==> config.mk <==
export PLATFORM = sky130hd
export DESIGN_NAME = freq_lock_det
export DESIGN_NICKNAME = d
export VERILOG_FILES = /design/src/rtl/flk_pkg.sv /design/src/rtl/flk_sync.sv /design/src/rtl/flk_meter.sv /design/src/rtl/flk_ctrl.sv /design/src/rtl/freq_lock_det.sv
export SDC_FILE = /design/constraint.sdc
export NUM_CORES = 1
export LEC_CHECK = 0
export ABC_AREA = 1
export BUFFER_PORTS_ARGS = -buffer_cell sky130_fd_sc_hd__buf_2
export CAP_MARGIN = 25
export CORE_MARGIN = 2
export CORE_UTILIZATION = 40
export DETAILED_ROUTE_END_ITERATION = 7
export GPL_TIMING_DRIVEN = 0
export PLACE_DENSITY = 0.58
export SETUP_SLACK_MARGIN = 0.3
export SYNTH_ARGS = -nofsm -noshare
export SYNTH_HDL_FRONTEND = slang
export SYNTH_SLANG_ARGS = --single-unit
==> constraint.sdc <==
create_clock -name ref_clk -period 4.2 [get_ports ref_clk]
set_input_delay 0.84 -clock ref_clk [delete_from_list [all_inputs] [get_ports ref_clk]]
set_output_delay 0.84 -clock ref_clk [all_outputs]
set_load 0.01 [all_outputs]
==> src/rtl/flk_pkg.sv <==
package flk_pkg;
    typedef enum logic [1:0] {
        ST_TRAIN  = 2'd0,
        ST_ARMED  = 2'd1,
        ST_LOCKED = 2'd2
    } lock_st_e;
endpackage

==> src/rtl/flk_sync.sv <==
// Multi-stage synchronizer with a change detector on the synchronized level.
module flk_sync #(
    parameter int STAGES = 2
) (
    input  logic clk,
    input  logic rst_n,
    input  logic d_i,
    output logic q_o,
    output logic chg_o
);
    logic [STAGES:0] sh_q;

    always_ff @(posedge clk or negedge rst_n) begin
        if (!rst_n) sh_q <= '0;
        else        sh_q <= {sh_q[STAGES-1:0], d_i};
    end

    assign q_o   = sh_q[STAGES-1];
    assign chg_o = sh_q[STAGES-1] ^ sh_q[STAGES];
endmodule

==> src/rtl/flk_meter.sv <==
// Window counter, event counter with range test, and silence timer.
module flk_meter #(
    parameter int WIN_CYC = 8192,
    parameter int NOM_CNT = 2048,
    parameter int TOL     = 10,
    parameter int TMO     = 64
) (
    input  logic clk,
    input  logic rst_n,
    input  logic evt_i,
    output logic win_end_o,
    output logic in_range_o,
    output logic quiet_to_o
);
    localparam int WIN_W = $clog2(WIN_CYC);
    localparam int CNT_W = $clog2(2 * NOM_CNT + 1);
    localparam int Q_W   = $clog2(TMO + 1);
    localparam logic [CNT_W:0] LO_LIM = (CNT_W+1)'(NOM_CNT - TOL);
    localparam logic [CNT_W:0] HI_LIM = (CNT_W+1)'(NOM_CNT + TOL);

    logic [WIN_W-1:0] win_q;
    logic [CNT_W-1:0] evt_cnt_q;
    logic [Q_W-1:0]   quiet_q;
    logic [CNT_W:0]   meas;

    assign win_end_o  = (win_q == WIN_W'(WIN_CYC - 1));
    assign meas       = {1'b0, evt_cnt_q} + {{CNT_W{1'b0}}, evt_i};
    assign in_range_o = (meas >= LO_LIM) && (meas <= HI_LIM);
    assign quiet_to_o = (quiet_q >= Q_W'(TMO));

    always_ff @(posedge clk or negedge rst_n) begin
        if (!rst_n) begin
            win_q <= '0;
        end else if (win_end_o) begin
            win_q <= '0;
        end else begin
            win_q <= win_q + 1'b1;
        end
    end

    always_ff @(posedge clk or negedge rst_n) begin
        if (!rst_n) begin
            evt_cnt_q <= '0;
        end else if (win_end_o) begin
            evt_cnt_q <= {{(CNT_W-1){1'b0}}, evt_i};
        end else if (evt_i && (evt_cnt_q != {CNT_W{1'b1}})) begin
            evt_cnt_q <= evt_cnt_q + 1'b1;
        end
    end

    always_ff @(posedge clk or negedge rst_n) begin
        if (!rst_n) begin
            quiet_q <= '0;
        end else if (evt_i) begin
            quiet_q <= '0;
        end else if (!quiet_to_o) begin
            quiet_q <= quiet_q + 1'b1;
        end
    end


    quiet_bound_chk: assert property (@(posedge clk) disable iff (!rst_n)
        quiet_q <= Q_W'(TMO));


    win_restart_chk: assert property (@(posedge clk) disable iff (!rst_n)
        win_end_o |=> (evt_cnt_q <= CNT_W'(1)));
endmodule

==> src/rtl/flk_ctrl.sv <==
// Lock state machine and registered outputs.
module flk_ctrl
    import flk_pkg::*;
(
    input  logic clk,
    input  logic rst_n,
    input  logic win_end_i,
    input  logic in_range_i,
    input  logic fault_i,
    output logic lol_o,
    output logic mode_o,
    output logic sel_o
);
    lock_st_e state_q, state_d;

    // State register.
    always_ff @(posedge clk or negedge rst_n) begin
        if (!rst_n) state_q <= ST_TRAIN;
        else        state_q <= state_d;
    end

    // Next-state logic: force, qualify, confirm, reject.
    always_comb begin
        state_d = state_q;
        if (fault_i) begin
            state_d = ST_TRAIN;
        end else if (win_end_i) begin
            unique case (state_q)
                ST_TRAIN:  state_d = in_range_i ? ST_ARMED  : ST_TRAIN;
                ST_ARMED:  state_d = in_range_i ? ST_LOCKED : ST_TRAIN;
                ST_LOCKED: state_d = in_range_i ? ST_LOCKED : ST_TRAIN;
                default:   state_d = ST_TRAIN;
            endcase
        end
    end

    // Registered outputs.
    always_ff @(posedge clk or negedge rst_n) begin
        if (!rst_n) begin
            lol_o  <= 1'b1;
            mode_o <= 1'b0;
            sel_o  <= 1'b0;
        end else begin
            lol_o  <= (state_d != ST_LOCKED);
            mode_o <= (state_d == ST_LOCKED);
            if (win_end_i) sel_o <= (state_d == ST_LOCKED);
        end
    end


    fault_train_chk: assert property (@(posedge clk) disable iff (!rst_n)
        fault_i |=> (lol_o && !mode_o));


    sel_hold_chk: assert property (@(posedge clk) disable iff (!rst_n)
        !win_end_i |=> $stable(sel_o));


    lock_entry_chk: assert property (@(posedge clk) disable iff (!rst_n)
        $rose(mode_o) |-> $past(win_end_i && in_range_i && state_q == ST_ARMED));


    drop_chk: assert property (@(posedge clk) disable iff (!rst_n)
        (win_end_i && !in_range_i) |=> !mode_o);
endmodule

==> src/rtl/freq_lock_det.sv <==
module freq_lock_det #(
    parameter int WIN_CYC   = 8192,
    parameter int NOM_CNT   = 2048,
    parameter int TOL       = 10,
    parameter int TMO       = 64,
    parameter int SYNC_STG  = 2
) (
    input  logic ref_clk,
    input  logic rst_n,
    input  logic line_tgl_i,
    input  logic los_i,
    output logic lol_o,
    output logic clk_sel_o,
    output logic mode_o
);
    logic line_lvl, line_evt;
    logic los_s, los_chg;
    logic win_end, in_range, quiet_to, fault;

    flk_sync #(.STAGES(SYNC_STG)) u_line_sync (
        .clk(ref_clk), .rst_n(rst_n), .d_i(line_tgl_i),
        .q_o(line_lvl), .chg_o(line_evt)
    );

    flk_sync #(.STAGES(SYNC_STG)) u_los_sync (
        .clk(ref_clk), .rst_n(rst_n), .d_i(los_i),
        .q_o(los_s), .chg_o(los_chg)
    );

    flk_meter #(.WIN_CYC(WIN_CYC), .NOM_CNT(NOM_CNT), .TOL(TOL), .TMO(TMO)) u_meter (
        .clk(ref_clk), .rst_n(rst_n), .evt_i(line_evt),
        .win_end_o(win_end), .in_range_o(in_range), .quiet_to_o(quiet_to)
    );

    assign fault = los_s | quiet_to;

    flk_ctrl u_ctrl (
        .clk(ref_clk), .rst_n(rst_n),
        .win_end_i(win_end), .in_range_i(in_range), .fault_i(fault),
        .lol_o(lol_o), .mode_o(mode_o), .sel_o(clk_sel_o)
    );


    lol_mode_chk: assert property (@(posedge ref_clk) disable iff (!rst_n)
        (lol_o != mode_o) |=> (lol_o != mode_o));

    logic unused_lvl;
    assign unused_lvl = line_lvl ^ los_chg;
endmodule

==> run_results.csv, run 1 <==
group,metric,value,unit
clock_network,post_cts_buffers,0,
cells_and_area,final_cell_area,2700,sq um
critical_path,crit_path_max_fanout,9,
logic_synthesis,synth_top_area_frac,0.431,
power,p_switching,0.000365,W
clock_network,clock_latency,0.30,ns
die,rows,28,
cells_and_area,fin_util,0.456,
critical_path,cp_num_buf_inv,1,
timing,drv_slew,0,
logic_synthesis,async_flop_share,1.00,
detailed_routing,dr.first_iter.drc_count,141,
place,numPortBuffers,6,
critical_path,max_stage_delay,0.55,ns
detailed_routing,top_layer,"met4",
critical_path,start_kind,"flop",
place,gp_congestion,0.822,
grt,grt_pass1_vias,1848,
job,maxCapViolCount,0,
clock_network,cts_buffer_depth,2,
logic_synthesis,syn_inst,327,
power,p_int,0.000738,W
cells_and_area,multiInputGateArea,1120,sq um
clock_network,cts-buffers-inserted,5,
hold_path,hold_class,"flop to flop",
critical_path,worstPathRequired,4.40,ns
timing,period_share,0.685,
detailed_routing,route.detailed.drc,0,
die,dieWidth,82.1,um
cells_and_area,area_growth,10.9,%
logic_synthesis,ys_ff_latch,43,
grt,grt_max_degree,44,
grt,grt_first_pass_wirelength,8250,um
clock_network,post_cts_resized,0,
timing,fin_crit,2.88,ns
logic_synthesis,synth.area.top_cells,"dfrtp_1, nand2_1, inv_1, nor2_1, ha_1",
timing,clock.fmax,348,MHz
critical_path,cp_slowest_cell,"xnor2_1",
detailed_routing,vias,1940,
cells_and_area,nFillCells,593,
clock_network,ctsHoldBuffers,0,
grt,grt_overflow,0,
critical_path,cp.arrival,3.07,ns
cells_and_area,drive_gt1_frac,0.108,
logic_synthesis,yosys.area.top_type,"dfrtp_1",
place,post_dp_cell_area,2560,sq um
detailed_routing,drt-total-wl,4550,um
detailed_routing,vias_per_cell,4.65,
timing,finalHoldViolCount,0,
timing,finalSetupViolCount,0,
timing,rsz0062_at_grt,"no",
power,p_clk_frac,0.314,
power,ir_worst_vdd,0.000199,V
power,leakagePower,1.40,nW
critical_path,crit_type,"flop to flop",
cells_and_area,nets,353,
critical_path,path_delay_family,"simple AND/OR/NAND/NOR gates",
die,pin_count,7,
grt,antenna_found_initial,0,
power,switching_share,0.331,
grt,grt_usage,0.161,
timing,max_slew.worst_pin.slew,0.668,ns
die,fp.dieH,82.1,um
timing,setup-tns-final,0,ns
power,power_frac_seq,0.449,
cells_and_area,num_antenna_cells,0,
logic_synthesis,syn_avg_cell_area,7.45,sq um
logic_synthesis,synth.net_count,339,
critical_path,critPathMostFrequentCell,"nand2_1",
detailed_routing,wl_met1,2370,um
logic_synthesis,yosysWarnings,0,
detailed_routing,routed-wl-met3,84,um
logic_synthesis,yosysSeqAreaShare,0.442,
clock_network,cts_sinks,43,
clock_network,cts_tree,"built",
logic_synthesis,synth-edff-count,0,
critical_path,crit_chain,"xnor2_1 > inv_1 > ha_1 > ha_1 > nand3_1 > nand2_1 > and2_1 > nor2_1 > nand2_1 > nor2_1 > nand2_1 > nand2_2 > nand3_1 > nand2_1 > nand2_1 > nand3_1 > nand2_1",
critical_path,endpoint_kind,"flop",
clock_network,cts_root_buffer,"clkbuf_8",
die,die_area,6730,sq um
detailed_routing,first_pass_iters,4,
logic_synthesis,synth-main-ff-cell,"dfrtp_1",
logic_synthesis,synth_area,2440,sq um
die,start_util,0.412,
detailed_routing,met2WireLength,2030,um
timing,relSlewSlack,0.551,
clock_network,path_clk_slew,0.09,ns
detailed_routing,wl_per_cell,10.9,um
cells_and_area,regArea,1080,sq um
die,coreArea,5920,sq um
detailed_routing,antenna_left,0,
power,p_comb_frac,0.237,
place,hpwlAfterDp,3390,um
timing,skew,0.00527,ns
clock_network,h-tree-depth,2,
power,powerDensity,408,nW/um^2
power,p_total,0.00110,W
logic_synthesis,synth.distinct_cells,30,
outcome,status,"complete, no violations",
[kinds of logic (layout without fill, tap and decap cells)]
| family | after synthesis | count (layout) | synth area share |
|---|---|---|---|
| AND/OR/NAND/NOR | 174 | 174 | 0.317 |
| buffers and inverters | 61 | 76 | 0.0980 |
| flip-flops | 43 | 43 | 0.442 |
| AO/OA/AOI/OAI | 35 | 35 | 0.0806 |
| adder cells (fa/ha/maj) | 8 | 8 | 0.0411 |
| XOR/XNOR | 6 | 6 | 0.0216 |
[metrics by stage]
step / hold WS, ns / cells / setup slack (ns)
2_1_floorplan: 0.331 / 327 / 1.81
3_3_place_gp: 0.332 / 408 / 1.29
3_5_place_dp: 0.343 / 408 / 1.25
4_1_cts: 0.363 / 416 / 1.22
5_1_grt: 0.374 / 417 / 0.857
6_report: 0.357 / 417 / 1.32
[routing by layer]
metal,up-vias,GRT usage
met1,876,0.215
met4,0,0.0600
met2,13,0.263
met3,6,0.0264
met5,-,0
li1,1045,-
[power groups by stage]
stage | sequential [W] | combinational [W] | clock (W)
5_1_grt | 0.000505 | 0.000302 | 0.000374
4_1_cts | 0.000495 | 0.000262 | 0.000357
3_5_place_dp | 0.000503 | 0.000261 | 0
6_report | 0.000496 | 0.000261 | 0.000346
2_1_floorplan | 0.000492 | 0.000206 | 0
3_3_place_gp | 0.000503 | 0.000258 | 0
[cell type report]
class                   count  area share
plain buffers               4     0.00926
clock buffers               6      0.0306
clock inverters             2      0.0144
inverters                  57      0.0792
multi-input cells         223       0.415
flip-flops and latches     43       0.399
well taps                  75      0.0347
repair buffers              7      0.0185
[cell usage after synthesis (2+ instances only)]
cell type,count
and3_1,3
nand2_1,82
ha_1,8
dfrtp_1,42
o21ai_0,16
nand2_2,5
inv_1,56
nand4_2,2
a21oi_1,14
nor2_2,4
xnor2_1,2
buf_2,2
xor2_1,4
nand3_1,16
nand4_1,5
buf_4,2
nor4_1,2
nor2_1,44
nand3_2,2
nor3_1,6
[worst register-to-register path: cells and delay by family, from the launching register on]
family,cells,cell delay (ns)
flops,1,0.40
simple gates,13,1.11
xor+xnor,1,0.55
buf+inv,1,0.24
fa+ha+maj,2,0.48
[state kept, by name (all words and copies together), names as in the netlist]
| signal | flops |
|---|---|
| u_meter.quiet_q | 7 |
| u_ctrl.lol_o | 1 |
| u_ctrl.state_q | 2 |
| u_ctrl.sel_o | 1 |
| u_los_sync.sh_q | 2 |
| u_line_sync.sh_q | 3 |
| u_ctrl.mode_o | 1 |
| u_meter.win_q | 13 |
| u_meter.evt_cnt_q | 13 |
[cells in the final DEF (no fill, tap or decap), drive strengths merged]
cell type,n
nand2,87
inv,58
nor2,49
dfrtp,42
nand3,18
o21ai,16
a21oi,15
buf,11
ha,8
nand4,7
nor3,6
clkbuf,6
xor2,4
and3,3
xnor2,2
nor4,2
and2,1
nand3b,1
a211oi,1
a31o,1
o21bai,1
a31oi,1
bufinv,1
dfstp,1
[path summary, 6_finish.rpt]
kind | start | slack [ns] | depth (start not counted) | endpoint
hold / removal | u_los_sync.sh_q[0] | 0.36 | 0 | u_los_sync.sh_q[1]
hold reg to reg | u_los_sync.sh_q[0] | 0.36 | 0 | u_los_sync.sh_q[1]
setup reg to reg | u_line_sync.sh_q[1] | 1.32 | 17 | u_ctrl.sel_o
max in group asynchronous | rst_n | 3.28 | 2 | u_meter.evt_cnt_q[1]
setup / recovery | u_line_sync.sh_q[1] | 1.32 | 17 | u_ctrl.sel_o
min in group asynchronous | rst_n | 0.45 | 1 | u_meter.quiet_q[4]
(Power assumes the default switching activity.)
==> run 2, diff against run 1 <==
- ABC_AREA: 1 -> 0
- clock period: 4.2 -> 2.9 ns (I/O delays scaled with it)
==> run_results.csv, run 2 <==
group,metric,value,unit
detailed_routing,antenna_left,0,
clock_network,h-tree-depth,2,
logic_synthesis,syn_avg_cell_area,10.0,sq um
logic_synthesis,synth.area.top_cells,"dfrtp_1, xnor2_1, nor2_1, xor2_1, ha_1",
cells_and_area,fin_util,0.475,
die,rows,28,
cells_and_area,regArea,1080,sq um
clock_network,clock_latency,0.29,ns
power,ir_worst_vdd,0.000394,V
power,leakagePower,1.18,nW
place,gp_congestion,0.806,
place,hpwlAfterDp,3080,um
logic_synthesis,ys_ff_latch,43,
detailed_routing,vias_per_cell,5.21,
cells_and_area,reg_top3,"u_meter.evt_cnt_q (13), u_meter.win_q (13), u_meter.quiet_q (7)",
cells_and_area,num_antenna_cells,0,
clock_network,cts-buffers-inserted,5,
power,powerDensity,591,nW/um^2
detailed_routing,vias,1730,
logic_synthesis,async_flop_share,1.00,
critical_path,endpoint_kind,"flop",
detailed_routing,dr.first_iter.drc_count,64,
critical_path,cp.arrival,2.67,ns
power,switching_share,0.347,
logic_synthesis,synth_most_common_cell,"dfrtp_1",
die,dieWidth,81.4,um
cells_and_area,multiInputGateArea,1330,sq um
die,coreArea,5850,sq um
logic_synthesis,synth-edff-count,0,
grt,grt_pass1_vias,1694,
power,p_comb_frac,0.351,
grt,grt_usage,0.159,
grt,grt_first_pass_wirelength,8060,um
logic_synthesis,yosysWarnings,0,
timing,relSlewSlack,0.701,
grt,grt_max_degree,44,
cells_and_area,nFillCells,536,
cells_and_area,final_cell_area,2780,sq um
detailed_routing,route.detailed.drc,0,
cells_and_area,drive_gt1_frac,0.230,
detailed_routing,wl_per_cell,13.8,um
clock_network,ctsHoldBuffers,0,
outcome,status,"complete, no violations",
detailed_routing,first_pass_iters,4,
hold_path,hold_class,"primary input to async pin",
clock_network,path_clk_slew,0.08,ns
timing,finalSetupViolCount,0,
timing,drv_slew,0,
timing,clock.fmax,410,MHz
clock_network,cts_sinks,43,
place,post_dp_cell_area,2530,sq um
grt,antenna_found_initial,0,
critical_path,worstPathRequired,3.13,ns
logic_synthesis,synth_top_cells_by_count,"dfrtp_1, nor2_1, nand2_1",
critical_path,crit_type,"flop to flop",
die,start_util,0.410,
timing,rsz0062_at_grt,"no",
timing,setup-tns-final,0,ns
power,p_switching,0.000570,W
power,p_int,0.00107,W
power,power_frac_seq,0.426,
logic_synthesis,yosys.area.top_type,"dfrtp_1",
die,pin_count,7,
logic_synthesis,synth.distinct_cells,56,
clock_network,cts_tree,"built",
power,p_clk_frac,0.223,
critical_path,start_kind,"flop",
grt,grt_overflow,0,
clock_network,cts_buffer_depth,2,
clock_network,cts_root_buffer,"clkbuf_8",
place,numPortBuffers,6,
timing,finalHoldViolCount,0,
timing,period_share,0.841,
critical_path,crit_path_max_fanout,4,
timing,max_slew.worst_pin.slew,0.449,ns
logic_synthesis,synth-main-ff-cell,"dfrtp_1",
timing,skew,0.00692,ns
logic_synthesis,synth_top_area_frac,0.438,
job,maxCapViolCount,0,
cells_and_area,area_growth,15.9,%
logic_synthesis,synth.net_count,251,
logic_synthesis,yosysSeqAreaShare,0.449,
cells_and_area,final_cell_mix,"dfrtp_1, nor2_1, nand2_1",
die,fp.dieH,81.4,um
cells_and_area,layout_commonest_cell,"dfrtp_1",
logic_synthesis,synth_area,2400,sq um
cells_and_area,nets,268,
detailed_routing,drt-total-wl,4600,um
die,die_area,6630,sq um
logic_synthesis,syn_inst,239,
timing,fin_crit,2.44,ns
run 2: cell count changes in the layout (fill, tap and decap cells not counted), moves of 4 or more:
cell and delta:
a21oi_1 -8, buf_6 +7, inv_1 -52, nand2_1 -63
nand2_2 -4, nor2_1 -11, nor3_1 -4, o21ai_0 -14
xnor2_1 +12, xor2_1 +10
run 2: worst max-delay path: stages (launching register included):
cell and delay, ns:
dfrtp_2 0.45, xnor2_4 0.22, clkinv_4 0.08, ha_2 0.19, ha_4 0.23, a21oi_2 0.13
nor2b_1 0.08, o41ai_4 0.46, a31oi_4 0.16, nor4b_2 0.27, a21o_1 0.11
run 2: cells by family after synthesis:
kind of cell	Yosys count	share of synthesized area
xor gates and xnor gates	29	0.106
buffers and inverters	16	0.0454
DFF	43	0.449
and+or+nand+nor	107	0.241
adders and majority gates	8	0.0417
muxes	4	0.0172
AOI/OAI and AO/OA	32	0.0996
run 2: power groups by stage:
| stage | sequential [W] | combinational (W) | clock, W |
|---|---|---|---|
| final | 0.000701 | 0.000577 | 0.000366 |
| after global routing | 0.000710 | 0.000648 | 0.000414 |
| after CTS | 0.000695 | 0.000508 | 0.000383 |
| after detailed placement | 0.000705 | 0.000455 | 0 |
| after global placement | 0.000704 | 0.000449 | 0 |
| after floorplan | 0.000697 | 0.000367 | 0 |
run 2: metrics by stage:
stage	std cells	total power (W)	hold slack (ns)	setup WS (ns)
2_1_floorplan	239	0.00106	0.284	0.359
3_3_place_gp	320	0.00115	0.332	-0.210
3_5_place_dp	320	0.00116	0.335	-0.230
4_1_cts	331	0.00159	0.354	0.319
5_1_grt	332	0.00177	0.156	0.301
6_report	332	0.00164	0.157	0.462
run 2: worst paths after layout:
check                                     from            endpoint  slack [ns]  cells past startpoint
setup / recovery           u_line_sync.sh_q[1]        u_ctrl.sel_o        0.46                     10
hold / removal                           rst_n  u_meter.quiet_q[5]        0.16                      1
setup reg to reg           u_line_sync.sh_q[1]        u_ctrl.sel_o        0.46                     10
hold reg to reg             u_los_sync.sh_q[0]  u_los_sync.sh_q[1]        0.35                      0
max in group asynchronous                rst_n        u_ctrl.lol_o        2.22                      2
min in group ref_clk        u_los_sync.sh_q[0]  u_los_sync.sh_q[1]        0.35                      0
run 2: area by class of cell:
class	count	area share
multi-input combinational	180	0.478
clock buffer	6	0.0261
timing repair buffer	10	0.0261
inverter	5	0.00855
buffer	11	0.0347
clock inverter	2	0.00450
tap	75	0.0338
sequential	43	0.388
run 2: what timing repair did:
action | in CTS | in global routing
gates resized for setup | 11 | 15
setup endpoints to repair | 5 | 5
gates cloned | 0 | 0
pin swaps | 4 | 6
setup buffers | 3 | 0
run 2: per-layer routing:
metal | GRT usage | up-vias | part of all wire
li1 | - | 866 | -
met1 | 0.226 | 825 | 0.49
met2 | 0.248 | 35 | 0.47
met3 | 0.0330 | 4 | 0.034
met4 | 0.0407 | 0 | 0.0083
met5 | 0 | - | 0
==> run 3, diff against run 2 <==
- clock period: 2.9 -> 2.3 ns (I/O delays scaled with it)
==> run_results.csv, run 3 (synthesized netlist as in run 2, its figures left out) <==
group,metric,value,unit
outcome,status,"finished with violations",
cells_and_area,num_antenna_cells,0,
cells_and_area,drive_gt1_frac,0.338,
grt,grt_max_degree,44,
cells_and_area,final_cell_area,3080,sq um
job,maxCapViolCount,0,
critical_path,start_kind,"flop",
detailed_routing,vias,1893,
die,die_area,6630,sq um
cells_and_area,reg_top3,"u_meter.evt_cnt_q (13), u_meter.win_q (13), u_meter.quiet_q (7)",
timing,finalSetupViolCount,5,
critical_path,endpoint_kind,"flop",
timing,fin_ws,-0.167,ns
power,powerDensity,740,nW/um^2
timing,period_share,1.07,
detailed_routing,route.detailed.drc,0,
clock_network,cts_sinks,43,
critical_path,worst_r2r_endpoint,"u_ctrl.sel_o",
timing,skew,0.0108,ns
detailed_routing,antenna_left,0,
grt,grt_overflow,0,
power,ir_worst_vdd,0.000363,V
cells_and_area,nets,298,
clock_network,clock_latency,0.30,ns
timing,rsz0062_at_grt,"yes",
timing,fin_crit,2.47,ns
detailed_routing,wl_per_cell,14.1,um
grt,grt_pass1_vias,1681,
grt,grt_usage,0.165,
die,fp.dieH,81.4,um
clock_network,cts-buffers-inserted,5,
critical_path,r2r-start,"u_line_sync.sh_q[2]",
timing,finalHoldViolCount,0,
critical_path,max_stage_delay,0.44,ns
timing,max_slew.worst_pin.slew,0.417,ns
critical_path,crit_path_max_fanout,4,
cells_and_area,area_growth,28.6,%
critical_path,cp_slowest_cell,"dfrtp_1",
timing,hold_slack,0.00909,ns
detailed_routing,vias_per_cell,5.23,
outcome,violations,"negative setup slack",
critical_path,reg2reg_slack,-0.17,ns
clock_network,path_clk_slew,0.09,ns
cells_and_area,final_cell_mix,"dfrtp_1, nor2_1, buf_4",
critical_path,worstPathRequired,2.54,ns
place,post_dp_cell_area,2580,sq um
power,leakagePower,1.35,nW
critical_path,worst-r2r-cell-count,12,
grt,grt_first_pass_wirelength,8210,um
clock_network,cts_root_buffer,"clkbuf_8",
critical_path,cp.arrival,2.70,ns
critical_path,critPathMostFrequentCell,"ha_4",
place,numPortBuffers,6,
place,gp_congestion,0.770,
critical_path,crit_chain,"xnor2_4 > clkinv_4 > ha_4 > ha_4 > inv_1 > o22ai_2 > a221oi_2 > nor4_2 > buf_4 > a31oi_4 > nor4b_2 > a21o_1",
cells_and_area,layout_commonest_cell,"dfrtp_1",
clock_network,cts_tree,"built",
timing,relSlewSlack,0.722,
hold_path,hold_class,"primary input to async pin",
detailed_routing,drt-total-wl,5090,um
detailed_routing,dr.first_iter.drc_count,78,
clock_network,cts_buffer_depth,2,
die,dieWidth,81.4,um
critical_path,crit_type,"flop to flop",
clock_network,h-tree-depth,2,
timing,drv_slew,0,
power,p_total,0.00228,W
place,hpwlAfterDp,3210,um
die,start_util,0.410,
die,coreArea,5850,sq um
die,pin_count,7,
timing,clock.fmax,405,MHz
die,rows,28,
place,place_ws,-0.648,ns
detailed_routing,first_pass_iters,4,
grt,antenna_found_initial,0,
clock_network,ctsHoldBuffers,0,
[run 3: changes by cell type in the layout (fill, tap and decap cells not counted), sizes merged]
cell  change
buf      +30
[run 3: through the flow]
step	utilization	TNS [ns]	cells
6_report	0.527	-0.557	362
5_1_grt	0.527	-1.36	362
3_3_place_gp	0.441	-2.59	320
4_1_cts	0.482	-0.400	335
3_5_place_dp	0.441	-2.67	320
2_1_floorplan	-	-0.493	239
[run 3: power by group]
part           total (W)  internal [W]  switching (W)
Sequential      0.000885      0.000819      0.0000655
Clock           0.000478      0.000212       0.000266
Combinational   0.000920      0.000466       0.000454
[run 3: area by class of cell]
| type | count | area, sq um |
|---|---|---|
| Buffer | 11 | 100 |
| Clock buffer | 6 | 72.6 |
| Clock inverter | 2 | 12.5 |
| Fill cell | 514 | 2770 |
| Inverter | 5 | 23.8 |
| Multi-Input combinational cell | 180 | 1400 |
| Sequential cell | 43 | 1080 |
| Tap cell | 75 | 93.8 |
| Timing Repair Buffer | 40 | 303 |
[run 3: layer usage]
layer  routed length, um  track usage  vias up
met2                2360        0.248       39
met4                  89       0.0610        0
met5                   0            0        -
met3                 245       0.0330        9
li1                    -            -      925
met1                2400        0.236      920
[run 3: critical path: cells and delay by family, from the launching register on]
family | cells | cell delay [ns]
adder cells (fa/ha/maj) | 2 | 0.44
flip-flops | 1 | 0.44
XOR/XNOR | 1 | 0.23
AO/OA/AOI/OAI | 4 | 0.41
buffers and inverters | 3 | 0.32
AND/OR/NAND/NOR | 2 | 0.56
[run 3: how the worst max path moves through the flow]
stage | cells after the start | to | from
3_3_place_gp | 11 | u_ctrl.sel_o | u_line_sync.sh_q[1]
3_5_place_dp | 11 | u_ctrl.sel_o | u_line_sync.sh_q[1]
5_1_grt | 12 | u_ctrl.sel_o | u_line_sync.sh_q[2]
2_1_floorplan | 10 | u_ctrl.sel_o | u_line_sync.sh_q[1]
6_report | 12 | u_ctrl.sel_o | u_line_sync.sh_q[2]
4_1_cts | 12 | u_ctrl.sel_o | u_line_sync.sh_q[2]
[run 3: repair_timing]
action | CTS | global route
gates cloned | 1 | 0
gates resized for setup | 20 | 10
setup endpoints to repair | 16 | 15
pin swaps | 11 | 10
buffers inserted | 6 | 26
